`config.mk`:
```
export PLATFORM = sky130hd
export DESIGN_NAME = sbmsg_seq
export DESIGN_NICKNAME = d
export VERILOG_FILES = /design/src/rtl/sbmsg_pkg.sv /design/src/rtl/sbmsg_opdec.sv /design/src/rtl/sbmsg_polltimer.sv /design/src/rtl/sbmsg_busport.sv /design/src/rtl/sbmsg_seq.sv
export SDC_FILE = /design/constraint.sdc
export NUM_CORES = 1
export LEC_CHECK = 0
export ABC_AREA = 1
export CORE_ASPECT_RATIO = 1.25
export CORE_MARGIN = 4
export CORE_UTILIZATION = 50
export CTS_BUF_LIST = sky130_fd_sc_hd__clkbuf_8
export CTS_CLUSTER_SIZE = 28
export DETAILED_ROUTE_END_ITERATION = 8
export PLACE_DENSITY = 0.89
export SLEW_MARGIN = 20
export SYNTH_ARGS = -nofsm -noshare
export SYNTH_HDL_FRONTEND = slang
export SYNTH_SLANG_ARGS = --single-unit
```
`constraint.sdc`:
```
create_clock -name clk -period 2.3 [get_ports clk]
set_input_delay 0.575 -clock clk [delete_from_list [all_inputs] [get_ports clk]]
set_output_delay 0.575 -clock clk [all_outputs]
set_load 0.02 [all_outputs]
```
`src/rtl/sbmsg_pkg.sv`:
```
package sbmsg_pkg;
  localparam int unsigned ADDR_W = 8;
  localparam int unsigned DATA_W = 32;
  localparam int unsigned HALF_W = 16;

  localparam logic [ADDR_W-1:0] REG_IDENT = 8'h00;
  localparam logic [ADDR_W-1:0] REG_ADDR  = 8'hD0;
  localparam logic [ADDR_W-1:0] REG_DATA  = 8'hD4;
  localparam logic [ADDR_W-1:0] REG_STAT  = 8'hD8;
  localparam logic [ADDR_W-1:0] REG_ROUTE = 8'hDA;
  localparam logic [ADDR_W-1:0] REG_EXT   = 8'hDC;

  localparam logic [1:0] CODE_NOSUP = 2'd1;

  localparam logic [7:0] OP_MRD  = 8'd0;
  localparam logic [7:0] OP_MWR  = 8'd1;
  localparam logic [7:0] OP_CRD  = 8'd4;
  localparam logic [7:0] OP_CWR  = 8'd5;
  localparam logic [7:0] OP_PRD  = 8'd6;
  localparam logic [7:0] OP_PWR  = 8'd7;
  localparam logic [7:0] OP_LOCK = 8'd13;

  typedef enum logic [3:0] {
    S_IDLE, S_CHECK, S_IDENT, S_POLL_PRE, S_W_ADDR, S_W_EXT, S_R_STAT,
    S_W_STAT, S_W_ROUTE, S_W_DATA, S_R_TRIG, S_W_TRIG, S_POLL_POST, S_R_DATA
  } seq_state_e;
endpackage

```
`src/rtl/sbmsg_opdec.sv`:
```
module sbmsg_opdec
  import sbmsg_pkg::*;
(
  input  logic [7:0] opcode,
  output logic       legal,
  output logic       wr_type,
  output logic       rd_type
);
  always_comb begin
    legal   = 1'b0;
    wr_type = 1'b0;
    rd_type = 1'b0;
    case (opcode)
      OP_MRD, OP_CRD, OP_PRD: begin legal = 1'b1; rd_type = 1'b1; end
      OP_MWR, OP_CWR, OP_PWR: begin legal = 1'b1; wr_type = 1'b1; end
      OP_LOCK:                legal = 1'b1;
      default:                legal = 1'b0;
    endcase
  end

  // a write-type opcode is never also read-type
  always_comb begin
    p_rw_excl_r8: assert (!(wr_type && rd_type)) else $error("opcode both read and write type");
  end
endmodule

```
`src/rtl/sbmsg_polltimer.sv`:
```
module sbmsg_polltimer #(
  parameter int unsigned LIMIT = 1000
) (
  input  logic clk,
  input  logic rst_n,
  input  logic restart,
  output logic expired
);
  localparam int unsigned CW = $clog2(LIMIT + 1);
  localparam logic [CW-1:0] LIM = CW'(LIMIT);

  logic [CW-1:0] cnt_q, cnt_d;
  logic          cnt_en;

  always_comb begin
    cnt_en = restart || (cnt_q != LIM);
    cnt_d  = restart ? '0 : cnt_q + 1'b1;
  end

  always_ff @(posedge clk or negedge rst_n) begin
    if (!rst_n)      cnt_q <= '0;
    else if (cnt_en) cnt_q <= cnt_d;
  end

  assign expired = (cnt_q == LIM);

  p_restart_clears_r12: assert property (@(posedge clk) disable iff (!rst_n)
    restart |=> (cnt_q == '0));
  p_sat_hold_r12: assert property (@(posedge clk) disable iff (!rst_n)
    expired && !restart |=> expired);
endmodule

```
`src/rtl/sbmsg_busport.sv`:
```
module sbmsg_busport
  import sbmsg_pkg::*;
(
  input  logic              clk,
  input  logic              rst_n,
  input  logic              go,
  input  logic              op_we,
  input  logic              op_wide,
  input  logic [ADDR_W-1:0] op_addr,
  input  logic [DATA_W-1:0] op_wdata,
  output logic              bus_req,
  output logic              bus_we,
  output logic              bus_wide,
  output logic [ADDR_W-1:0] bus_addr,
  output logic [DATA_W-1:0] bus_wdata,
  input  logic              bus_ack,
  output logic              cmp
);
  logic req_q, issue, retire;

  assign issue  = go && !req_q;
  assign retire = req_q && bus_ack;
  assign cmp    = retire;

  always_ff @(posedge clk or negedge rst_n) begin
    if (!rst_n)      req_q <= 1'b0;
    else if (retire) req_q <= 1'b0;
    else if (issue)  req_q <= 1'b1;
  end

  always_ff @(posedge clk or negedge rst_n) begin
    if (!rst_n) begin
      bus_we    <= 1'b0;
      bus_wide  <= 1'b0;
      bus_addr  <= '0;
      bus_wdata <= '0;
    end else if (issue) begin
      bus_we    <= op_we;
      bus_wide  <= op_wide;
      bus_addr  <= op_addr;
      bus_wdata <= op_wdata;
    end
  end

  assign bus_req = req_q;

  p_hold_r13: assert property (@(posedge clk) disable iff (!rst_n)
    bus_req && !bus_ack |=> bus_req && $stable(bus_addr) && $stable(bus_wdata)
                            && $stable(bus_we) && $stable(bus_wide));
endmodule

```
`src/rtl/sbmsg_seq.sv`:
```
module sbmsg_seq
  import sbmsg_pkg::*;
#(
  parameter int unsigned TIMEOUT_CYC = 1000
) (
  input  logic        clk,
  input  logic        rst_n,
  input  logic        req_valid,
  output logic        req_ready,
  input  logic [7:0]  req_pid,
  input  logic [31:0] req_offset,
  input  logic [7:0]  req_opcode,
  input  logic        req_posted,
  input  logic [3:0]  req_be,
  input  logic [2:0]  req_bar,
  input  logic [7:0]  req_fid,
  input  logic [31:0] req_wdata,
  output logic        res_done,
  output logic        res_ok,
  output logic        res_timeout,
  output logic [1:0]  res_resp,
  output logic [31:0] res_rdata,
  output logic        bus_req,
  output logic        bus_we,
  output logic        bus_wide,
  output logic [7:0]  bus_addr,
  output logic [31:0] bus_wdata,
  input  logic        bus_ack,
  input  logic [31:0] bus_rdata
);
  seq_state_e state_q, state_d;

  logic [7:0]  pid_q, op_q, fid_q;
  logic [31:0] off_q, wd_q;
  logic        posted_q;
  logic [3:0]  be_q;
  logic [2:0]  bar_q;
  logic [HALF_W-1:0] stat_q;

  logic legal, wr_type, rd_type;
  logic cmp, expired;

  logic              go, op_we, op_wide;
  logic [ADDR_W-1:0] op_addr;
  logic [DATA_W-1:0] op_wdata;
  logic accept, restart, stat_ld, fin, fin_ok, fin_to, fin_rd;
  logic [1:0] fin_code;

  sbmsg_opdec u_dec (
    .opcode (op_q),
    .legal  (legal),
    .wr_type(wr_type),
    .rd_type(rd_type)
  );

  sbmsg_polltimer #(.LIMIT(TIMEOUT_CYC)) u_tmr (
    .clk    (clk),
    .rst_n  (rst_n),
    .restart(restart),
    .expired(expired)
  );

  sbmsg_busport u_bus (
    .clk      (clk),
    .rst_n    (rst_n),
    .go       (go),
    .op_we    (op_we),
    .op_wide  (op_wide),
    .op_addr  (op_addr),
    .op_wdata (op_wdata),
    .bus_req  (bus_req),
    .bus_we   (bus_we),
    .bus_wide (bus_wide),
    .bus_addr (bus_addr),
    .bus_wdata(bus_wdata),
    .bus_ack  (bus_ack),
    .cmp      (cmp)
  );

  // next-state and bus command
  always_comb begin
    state_d  = state_q;
    accept   = 1'b0;
    restart  = 1'b0;
    stat_ld  = 1'b0;
    fin      = 1'b0;
    fin_ok   = 1'b0;
    fin_to   = 1'b0;
    fin_rd   = 1'b0;
    fin_code = CODE_NOSUP;
    go       = 1'b0;
    op_we    = 1'b0;
    op_wide  = 1'b0;
    op_addr  = REG_STAT;
    op_wdata = '0;
    case (state_q)
      S_IDLE: begin
        if (req_valid) begin
          accept  = 1'b1;
          state_d = S_CHECK;
        end
      end
      S_CHECK: begin
        if (!legal) fin = 1'b1;
        else        state_d = S_IDENT;
      end
      S_IDENT: begin
        go      = 1'b1;
        op_addr = REG_IDENT;
        if (cmp) begin
          if (bus_rdata[HALF_W-1:0] == '1) fin = 1'b1;
          else begin
            state_d = S_POLL_PRE;
            restart = 1'b1;
          end
        end
      end
      S_POLL_PRE: begin
        go = 1'b1;
        if (cmp) begin
          if (!bus_rdata[0]) state_d = S_W_ADDR;
          else if (expired) begin
            fin    = 1'b1;
            fin_to = 1'b1;
          end
        end
      end
      S_W_ADDR: begin
        go       = 1'b1;
        op_we    = 1'b1;
        op_wide  = 1'b1;
        op_addr  = REG_ADDR;
        op_wdata = {pid_q, 24'd0} | off_q;
        if (cmp) state_d = S_W_EXT;
      end
      S_W_EXT: begin
        go       = 1'b1;
        op_we    = 1'b1;
        op_wide  = 1'b1;
        op_addr  = REG_EXT;
        op_wdata = {16'd0, off_q[31:16]};
        if (cmp) state_d = S_R_STAT;
      end
      S_R_STAT: begin
        go = 1'b1;
        if (cmp) begin
          stat_ld = 1'b1;
          state_d = S_W_STAT;
        end
      end
      S_W_STAT: begin
        go       = 1'b1;
        op_we    = 1'b1;
        op_wdata = {16'd0, op_q, posted_q, stat_q[6:0]};
        if (cmp) state_d = S_W_ROUTE;
      end
      S_W_ROUTE: begin
        go       = 1'b1;
        op_we    = 1'b1;
        op_addr  = REG_ROUTE;
        op_wdata = {16'd0, be_q, 1'b0, bar_q, fid_q};
        if (cmp) state_d = S_W_DATA;
      end
      S_W_DATA: begin
        go       = 1'b1;
        op_we    = 1'b1;
        op_wide  = 1'b1;
        op_addr  = REG_DATA;
        op_wdata = wr_type ? wd_q : '0;
        if (cmp) state_d = S_R_TRIG;
      end
      S_R_TRIG: begin
        go = 1'b1;
        if (cmp) begin
          stat_ld = 1'b1;
          state_d = S_W_TRIG;
        end
      end
      S_W_TRIG: begin
        go       = 1'b1;
        op_we    = 1'b1;
        op_wdata = {16'd0, stat_q[15:1], 1'b1};
        if (cmp) begin
          state_d = S_POLL_POST;
          restart = 1'b1;
        end
      end
      S_POLL_POST: begin
        go = 1'b1;
        if (cmp) begin
          if (!bus_rdata[0]) begin
            if (bus_rdata[2:1] != 2'd0) begin
              fin      = 1'b1;
              fin_code = bus_rdata[2:1];
            end else if (rd_type) begin
              state_d = S_R_DATA;
            end else begin
              fin      = 1'b1;
              fin_ok   = 1'b1;
              fin_code = 2'd0;
            end
          end else if (expired) begin
            fin    = 1'b1;
            fin_to = 1'b1;
          end
        end
      end
      S_R_DATA: begin
        go      = 1'b1;
        op_wide = 1'b1;
        op_addr = REG_DATA;
        if (cmp) begin
          fin      = 1'b1;
          fin_ok   = 1'b1;
          fin_rd   = 1'b1;
          fin_code = 2'd0;
        end
      end
      default: state_d = S_IDLE;
    endcase
    if (fin) state_d = S_IDLE;
  end

  always_ff @(posedge clk or negedge rst_n) begin
    if (!rst_n) state_q <= S_IDLE;
    else        state_q <= state_d;
  end

  always_ff @(posedge clk or negedge rst_n) begin
    if (!rst_n) begin
      pid_q    <= '0;
      off_q    <= '0;
      op_q     <= '0;
      posted_q <= 1'b0;
      be_q     <= '0;
      bar_q    <= '0;
      fid_q    <= '0;
      wd_q     <= '0;
    end else if (accept) begin
      pid_q    <= req_pid;
      off_q    <= req_offset;
      op_q     <= req_opcode;
      posted_q <= req_posted;
      be_q     <= req_be;
      bar_q    <= req_bar;
      fid_q    <= req_fid;
      wd_q     <= req_wdata;
    end
  end

  always_ff @(posedge clk or negedge rst_n) begin
    if (!rst_n)       stat_q <= '0;
    else if (stat_ld) stat_q <= bus_rdata[HALF_W-1:0];
  end

  always_ff @(posedge clk or negedge rst_n) begin
    if (!rst_n) begin
      res_ok      <= 1'b0;
      res_timeout <= 1'b0;
      res_resp    <= 2'd0;
      res_rdata   <= '0;
    end else if (fin) begin
      res_ok      <= fin_ok;
      res_timeout <= fin_to;
      res_resp    <= fin_code;
      res_rdata   <= fin_rd ? bus_rdata : '0;
    end
  end

  always_ff @(posedge clk or negedge rst_n) begin
    if (!rst_n) res_done <= 1'b0;
    else        res_done <= fin;
  end

  assign req_ready = (state_q == S_IDLE);

  p_accept_locks_r1: assert property (@(posedge clk) disable iff (!rst_n)
    req_valid && req_ready |=> !req_ready);
  p_done_pulse_r1: assert property (@(posedge clk) disable iff (!rst_n)
    res_done |=> !res_done);
  p_badop_nobus_r2: assert property (@(posedge clk) disable iff (!rst_n)
    (state_q == S_CHECK) && !legal |=> res_done && !bus_req);
  p_ok_code_r10: assert property (@(posedge clk) disable iff (!rst_n)
    res_done && res_ok |-> (res_resp == 2'd0) && !res_timeout);
  p_timeout_fail_r12: assert property (@(posedge clk) disable iff (!rst_n)
    res_done && res_timeout |-> !res_ok && (res_resp == CODE_NOSUP));
  p_nodata_fail_r11: assert property (@(posedge clk) disable iff (!rst_n)
    res_done && !res_ok |-> (res_rdata == '0));
endmodule

```
==> results of run 1 <==
-- where the power goes --
group | total, W | internal (W) | leakage [nW] | switching [W]
clock network | 0.00307 | 0.00167 | 0.379 | 0.00140
logic | 0.00493 | 0.00223 | 2.85 | 0.00270
registers | 0.00570 | 0.00485 | 2.57 | 0.000853
total | 0.0137 | 0.00875 | 5.80 | 0.00496
-- cells in the final DEF, fill, tap and decap left out, types with 5 or more instances in the layout --
| cell type | n |
|---|---|
| a21oi_1 | 29 |
| a22oi_1 | 8 |
| a31oi_1 | 7 |
| buf_12 | 14 |
| buf_4 | 36 |
| clkbuf_8 | 41 |
| clkdlybuf4s50_1 | 208 |
| clkinv_2 | 6 |
| dfrtp_1 | 202 |
| inv_1 | 36 |
| inv_2 | 8 |
| mux2_1 | 92 |
| mux2_2 | 8 |
| mux2_4 | 6 |
| nand2_1 | 276 |
| nand3_1 | 68 |
| nand4_1 | 12 |
| nor2_1 | 33 |
| nor2_2 | 8 |
| nor2_4 | 5 |
| o21a_1 | 7 |
| o21ai_0 | 26 |
| o21ai_1 | 5 |
-- sequential cells by signal, summed over array words and instances, names as in the netlist, 2 cells and up --
register         count
off_q               32
res_rdata           32
u_bus.bus_wdata     32
wd_q                32
stat_q              16
u_tmr.cnt_q         10
fid_q                8
op_q                 8
pid_q                8
be_q                 4
state_q              4
u_bus.bus_addr       4
bar_q                3
res_resp             2
-- kinds of logic (layout without fill, tap and decap cells) --
kind of cell / count (synthesis) / count (layout)
buffers and inverters: 78 / 353
AOI/OAI and AO/OA: 87 / 87
other: 1 / 2
muxes: 106 / 106
DFF: 202 / 202
xor gates and xnor gates: 6 / 6
and+or+nand+nor: 415 / 416
adders and majority gates: 2 / 2
-- final cells by class --
class	instances	area, µm²	share of cell area
Clock buffer	40	551	0.0445
Multi-Input combinational cell	619	3610	0.291
Clock inverter	18	105	0.00849
Timing Repair Buffer	260	2650	0.214
Tap cell	224	280	0.0226
Sequential cell	202	5050	0.408
Inverter	35	131	0.0106
-- repair_timing --
action / in CTS / in global routing
endpoints found under the setup margin: 5 / 23
buffers inserted: 0 / 2
gates cloned: 1 / 0
pin swaps: 1 / 1
gates resized for setup: 5 / 2
-- layer usage --
layer	GRT usage	share of wire
met1	0.306	0.38
met2	0.445	0.50
met5	0	0
met4	0.0966	0.037
met3	0.0520	0.075
-- stage by stage --
| stage | setup WS (ns) | cell area [µm²] | cells |
|---|---|---|---|
| final | 0.0846 | 12400 | 1398 |
| after global routing | 0.0338 | 12400 | 1398 |
| after CTS | 0.0605 | 12300 | 1396 |
| after floorplan | 0.542 | 9030 | 898 |
| after global placement | -0.178 | 11700 | 1337 |
| after detailed placement | -0.242 | 11700 | 1337 |
-- critical path, delay by kind of cell (launching register included) --
family | cells | cell delay [ns]
DFF | 1 | 0.43
buffers and inverters | 2 | 0.33
and+or+nand+nor | 2 | 0.32
-- worst max-delay path by stage --
stage                             end  slack [ns]       start
after CTS                   req_ready        0.06  state_q[0]
after global placement    res_timeout       -0.18     bus_ack
after detailed placement   state_q[3]       -0.24     bus_ack
after global routing        req_ready        0.03  state_q[0]
final                       req_ready        0.08  state_q[0]
after floorplan              bar_q[0]        0.54  state_q[1]
==> results.tsv, run 1 <==
metric	value	unit
synthCells	897	
synth_mux_area_frac	0.135	
skew	0.0149	ns
reg2reg_from	state_q[1]	
synth_cell_types	39	
die_h	158	µm
yosysMostFrequentCell	nand2_1	
drive_above_1_share	0.124	
ys.flop_type	dfrtp_1	
place_congestion	0.953	
synth_xor_area_frac	0.00582	
fp.dieW	128	µm
start_util	0.514	
routed_wl	25400	µm
cts_buffer_depth	3	
cp_slowest_cell	dfrtp_1	
max_cap_violations	0	
fmax	451	MHz
setup.worst_path.end_class	output port	
synth-seq-cells	202	
final_core_util	0.705	
power.density	1110	nW/µm²
synthAdderAreaFrac	0.00277	
drc	0	
worst-path-max-fanout	4	
fin_crit_sh	0.963	
synth_edf_count	0	
drt_first_pass_iters	7	
via_per_inst	5.34	
yosysTopAreaCellShare	0.560	
hold_viol	0	
yosys-top-cells-count	276 x nand2_1, 202 x dfrtp_1, 92 x mux2_1, 69 x nand3_1, 34 x nor2_1	
p_total	0.0137	W
dp_hpwl	18400	µm
ir_drop	0.750	mV
cts_tree	yes	
grt_pass1_vias	7931	
dieArea	20300	µm²
crit_arrival	1.64	ns
cts_root_buf	clkbuf_8	
startpoint_type	flip-flop	
syn_area	9020	µm²
clkSlewWorstSetupHoldPaths	0.06	ns
ant_nets	0	
synth-simple-area-share	0.198	
row_count	54	
worstMarginPinSlew	0.555	ns
rsz0062_at_grt	false	
reg2regPathDepth	8	
syn_area_per_cell	10.1	µm²
yosysWarnings	0	
setup_viol	0	
layout.nets	1283	
hold_buffers	0	
r2r-end	u_bus.bus_wdata[18]	
yosysSeqAreaShare	0.560	
syn_to_final_growth	37.2	%
clk_latency	0.56	ns
grt_pass1_wl	40800	µm
fill_cells	1284	
io_pins	213	
slew_headroom	0.630	
worstPathRequired	1.73	ns
vias	7460	
async_reset_ff_frac	1.00	
io_buffers	210	
grt_max_degree	62	
path_common_cell	nor2_4	
htreeDepth	1	
cpPeakStageDelay	0.43	ns
synth_top_area_cell	dfrtp_1	
post-route-min-period	2.22	ns
drtIter0Drc	421	
track_usage	0.253	
clkSinkCount	202	
grt.overflow.total	0	
fin_hold_ws	0.00602	ns
synth.area.top_cells	dfrtp_1 56%, mux2_1 11%, nand2_1 11%, nand3_1 3.8%, a21oi_1 1.6%	
hold_path.class	input pin to asynchronous set/reset pin	
crit_chain	nor2_4, inv_1, nor2_4, buf_2	
synth_compound_area_frac	0.0549	
reg2reg_slack	0.20	ns
outcome	complete, no violations	
crit_type	flip-flop to output port	
slew_violations	0	
cts_buffers	31	
tns	0	ns
p_leak	5.80	nW
synth_top_family_by_area	simple AND/OR/NAND/NOR gates	
core-area	17600	µm²
routedWlPerCell	18.1	µm
antenna_cells	0	
antenna_found_initial	0	
No activity file was read; power rests on OpenSTA's default activity.
==> run 2: changes to the inputs <==
Settings changed: REMOVE_ABC_BUFFERS from default to 1, SETUP_SLACK_MARGIN from default to 0.4.
==> results.tsv, run 2 (synthesized netlist as in run 1, its figures left out) <==
metric	value	unit
outcome	complete, but fails checks	
violations	hold timing	
wl_met2	13000	µm
clkSinkCount	202	
via_per_inst	5.37	
reg2reg_slack	0.35	ns
fp.dieW	128	µm
htreeDepth	1	
drc	0	
drt_first_pass_iters	5	
ir_drop	0.656	mV
power.density	1110	nW/µm²
reg2regPathDepth	10	
cpPeakStageDelay	0.44	ns
reg2reg_from	state_q[0]	
regArea	5060	µm²
dp_hpwl	18200	µm
setup.worst_path.end_class	output port	
place_congestion	0.953	
cts_tree	yes	
crit_chain	nor2_4, inv_2, nor2_4, buf_6	
fin_cells	1412	
track_usage	0.247	
cp_slowest_cell	dfrtp_2	
p_leak	6.19	nW
worstPathRequired	1.73	ns
start_util	0.514	
fill_cells	1269	
syn_to_final_growth	38.2	%
slew_violations	0	
place_ws	-0.251	ns
fin_crit_sh	0.876	
grt.overflow.total	0	
cts_buffer_depth	3	
power.share.clock	0.223	
drive_above_1_share	0.148	
grt_pass1_wl	40100	µm
combPwrFrac	0.366	
fmax	496	MHz
final_cell_area	12500	µm²
p_int	0.00875	W
drtIter0Drc	571	
layout_commonest_cell	nand2_1	
fin_hold_ws	-0.000396	ns
io_buffers	210	
path_common_cell	nor2_4	
antenna_found_initial	0	
grt_max_degree	65	
ant_nets	0	
clkSlewWorstSetupHoldPaths	0.06	ns
post-route-min-period	2.01	ns
core-area	17600	µm²
wl_met1	9950	µm
hold_path.class	input pin to asynchronous set/reset pin	
worst-path-max-fanout	3	
antenna_cells	0	
worstMarginPinSlew	0.552	ns
timing.final.ws_setup	0.286	ns
crit_arrival	1.44	ns
die_h	158	µm
io_pins	213	
p_total	0.0138	W
routedWlPerCell	18.1	µm
layout.nets	1298	
grt_pass1_vias	7804	
sequentialPowerShare	0.411	
crit_type	flip-flop to output port	
dp.cells	1341	
wl_met3	1830	µm
switching_share	0.365	
dieArea	20300	µm²
hold_buffers	0	
postPlaceCellArea	11700	µm²
cts_root_buf	clkbuf_8	
setup_viol	0	
cts_buffers	31	
slew_headroom	0.632	
max_cap_violations	0	
multi_input_area	3680	µm²
skew	0.0136	ns
top_layer_used	met4	
hold_viol	1	
clk_latency	0.56	ns
routed_wl	25600	µm
rsz0062_at_grt	true	
r2r-end	res_rdata[30]	
startpoint_type	flip-flop	
vias	7583	
switchingPower	0.00504	W
row_count	54	
final_cell_mix	270 x nand2_1, 200 x dfrtp_1, 130 x clkdlybuf4s50_1, 92 x mux2_1, 70 x dlygate4sd2_1	
run 2: power groups by stage:
stage	Sequential, W	Clock [W]	Combinational, W
after floorplan	0.00579	0	0.00258
after global routing	0.00580	0.00333	0.00547
after detailed placement	0.00570	0	0.00483
after CTS	0.00565	0.00314	0.00485
after global placement	0.00562	0	0.00466
final	0.00567	0.00307	0.00504
run 2: per-layer routing:
layer | GRT usage | vias up
met3 | 0.0533 | 63
met5 | 0 | -
li1 | - | 3519
met4 | 0.0895 | 0
met2 | 0.428 | 294
met1 | 0.306 | 3707
run 2: metrics by stage:
stage	utilization	TNS, ns
final	0.710	0
after global routing	0.710	0
after CTS	0.702	0
after detailed placement	0.665	-3.19
after global placement	0.665	-1.74
after floorplan	-	-54.45
run 2: final cells by class:
class / count / area share
sequential: 202 / 0.405
multi-input combinational: 619 / 0.295
timing repair buffer: 275 / 0.213
clock buffer: 44 / 0.0486
tap: 224 / 0.0225
inverter: 35 / 0.0108
clock inverter: 13 / 0.00492
run 2: worst max-delay path by stage:
| stage | from | to | slack, ns |
|---|---|---|---|
| 3_5_place_dp | bus_ack | res_timeout | -0.25 |
| 6_report | state_q[0] | req_ready | 0.29 |
| 3_3_place_gp | bus_ack | res_timeout | -0.20 |
| 2_1_floorplan | state_q[3] | u_bus.bus_wdata[0] | -0.52 |
| 4_1_cts | state_q[0] | req_ready | 0.14 |
| 5_1_grt | state_q[2] | req_ready | 0.22 |
run 2: repair_timing:
action,in CTS,in global routing
buffers inserted,3,10
gates cloned,1,0
gates resized for setup,93,24
setup endpoints to repair,130,75
pin swaps,3,7
run 2: worst max-delay path: cells and delay by family (launching register included):
family / cells / cell delay (ns)
simple gates: 2 / 0.25
flops: 1 / 0.44
buf+inv: 2 / 0.19
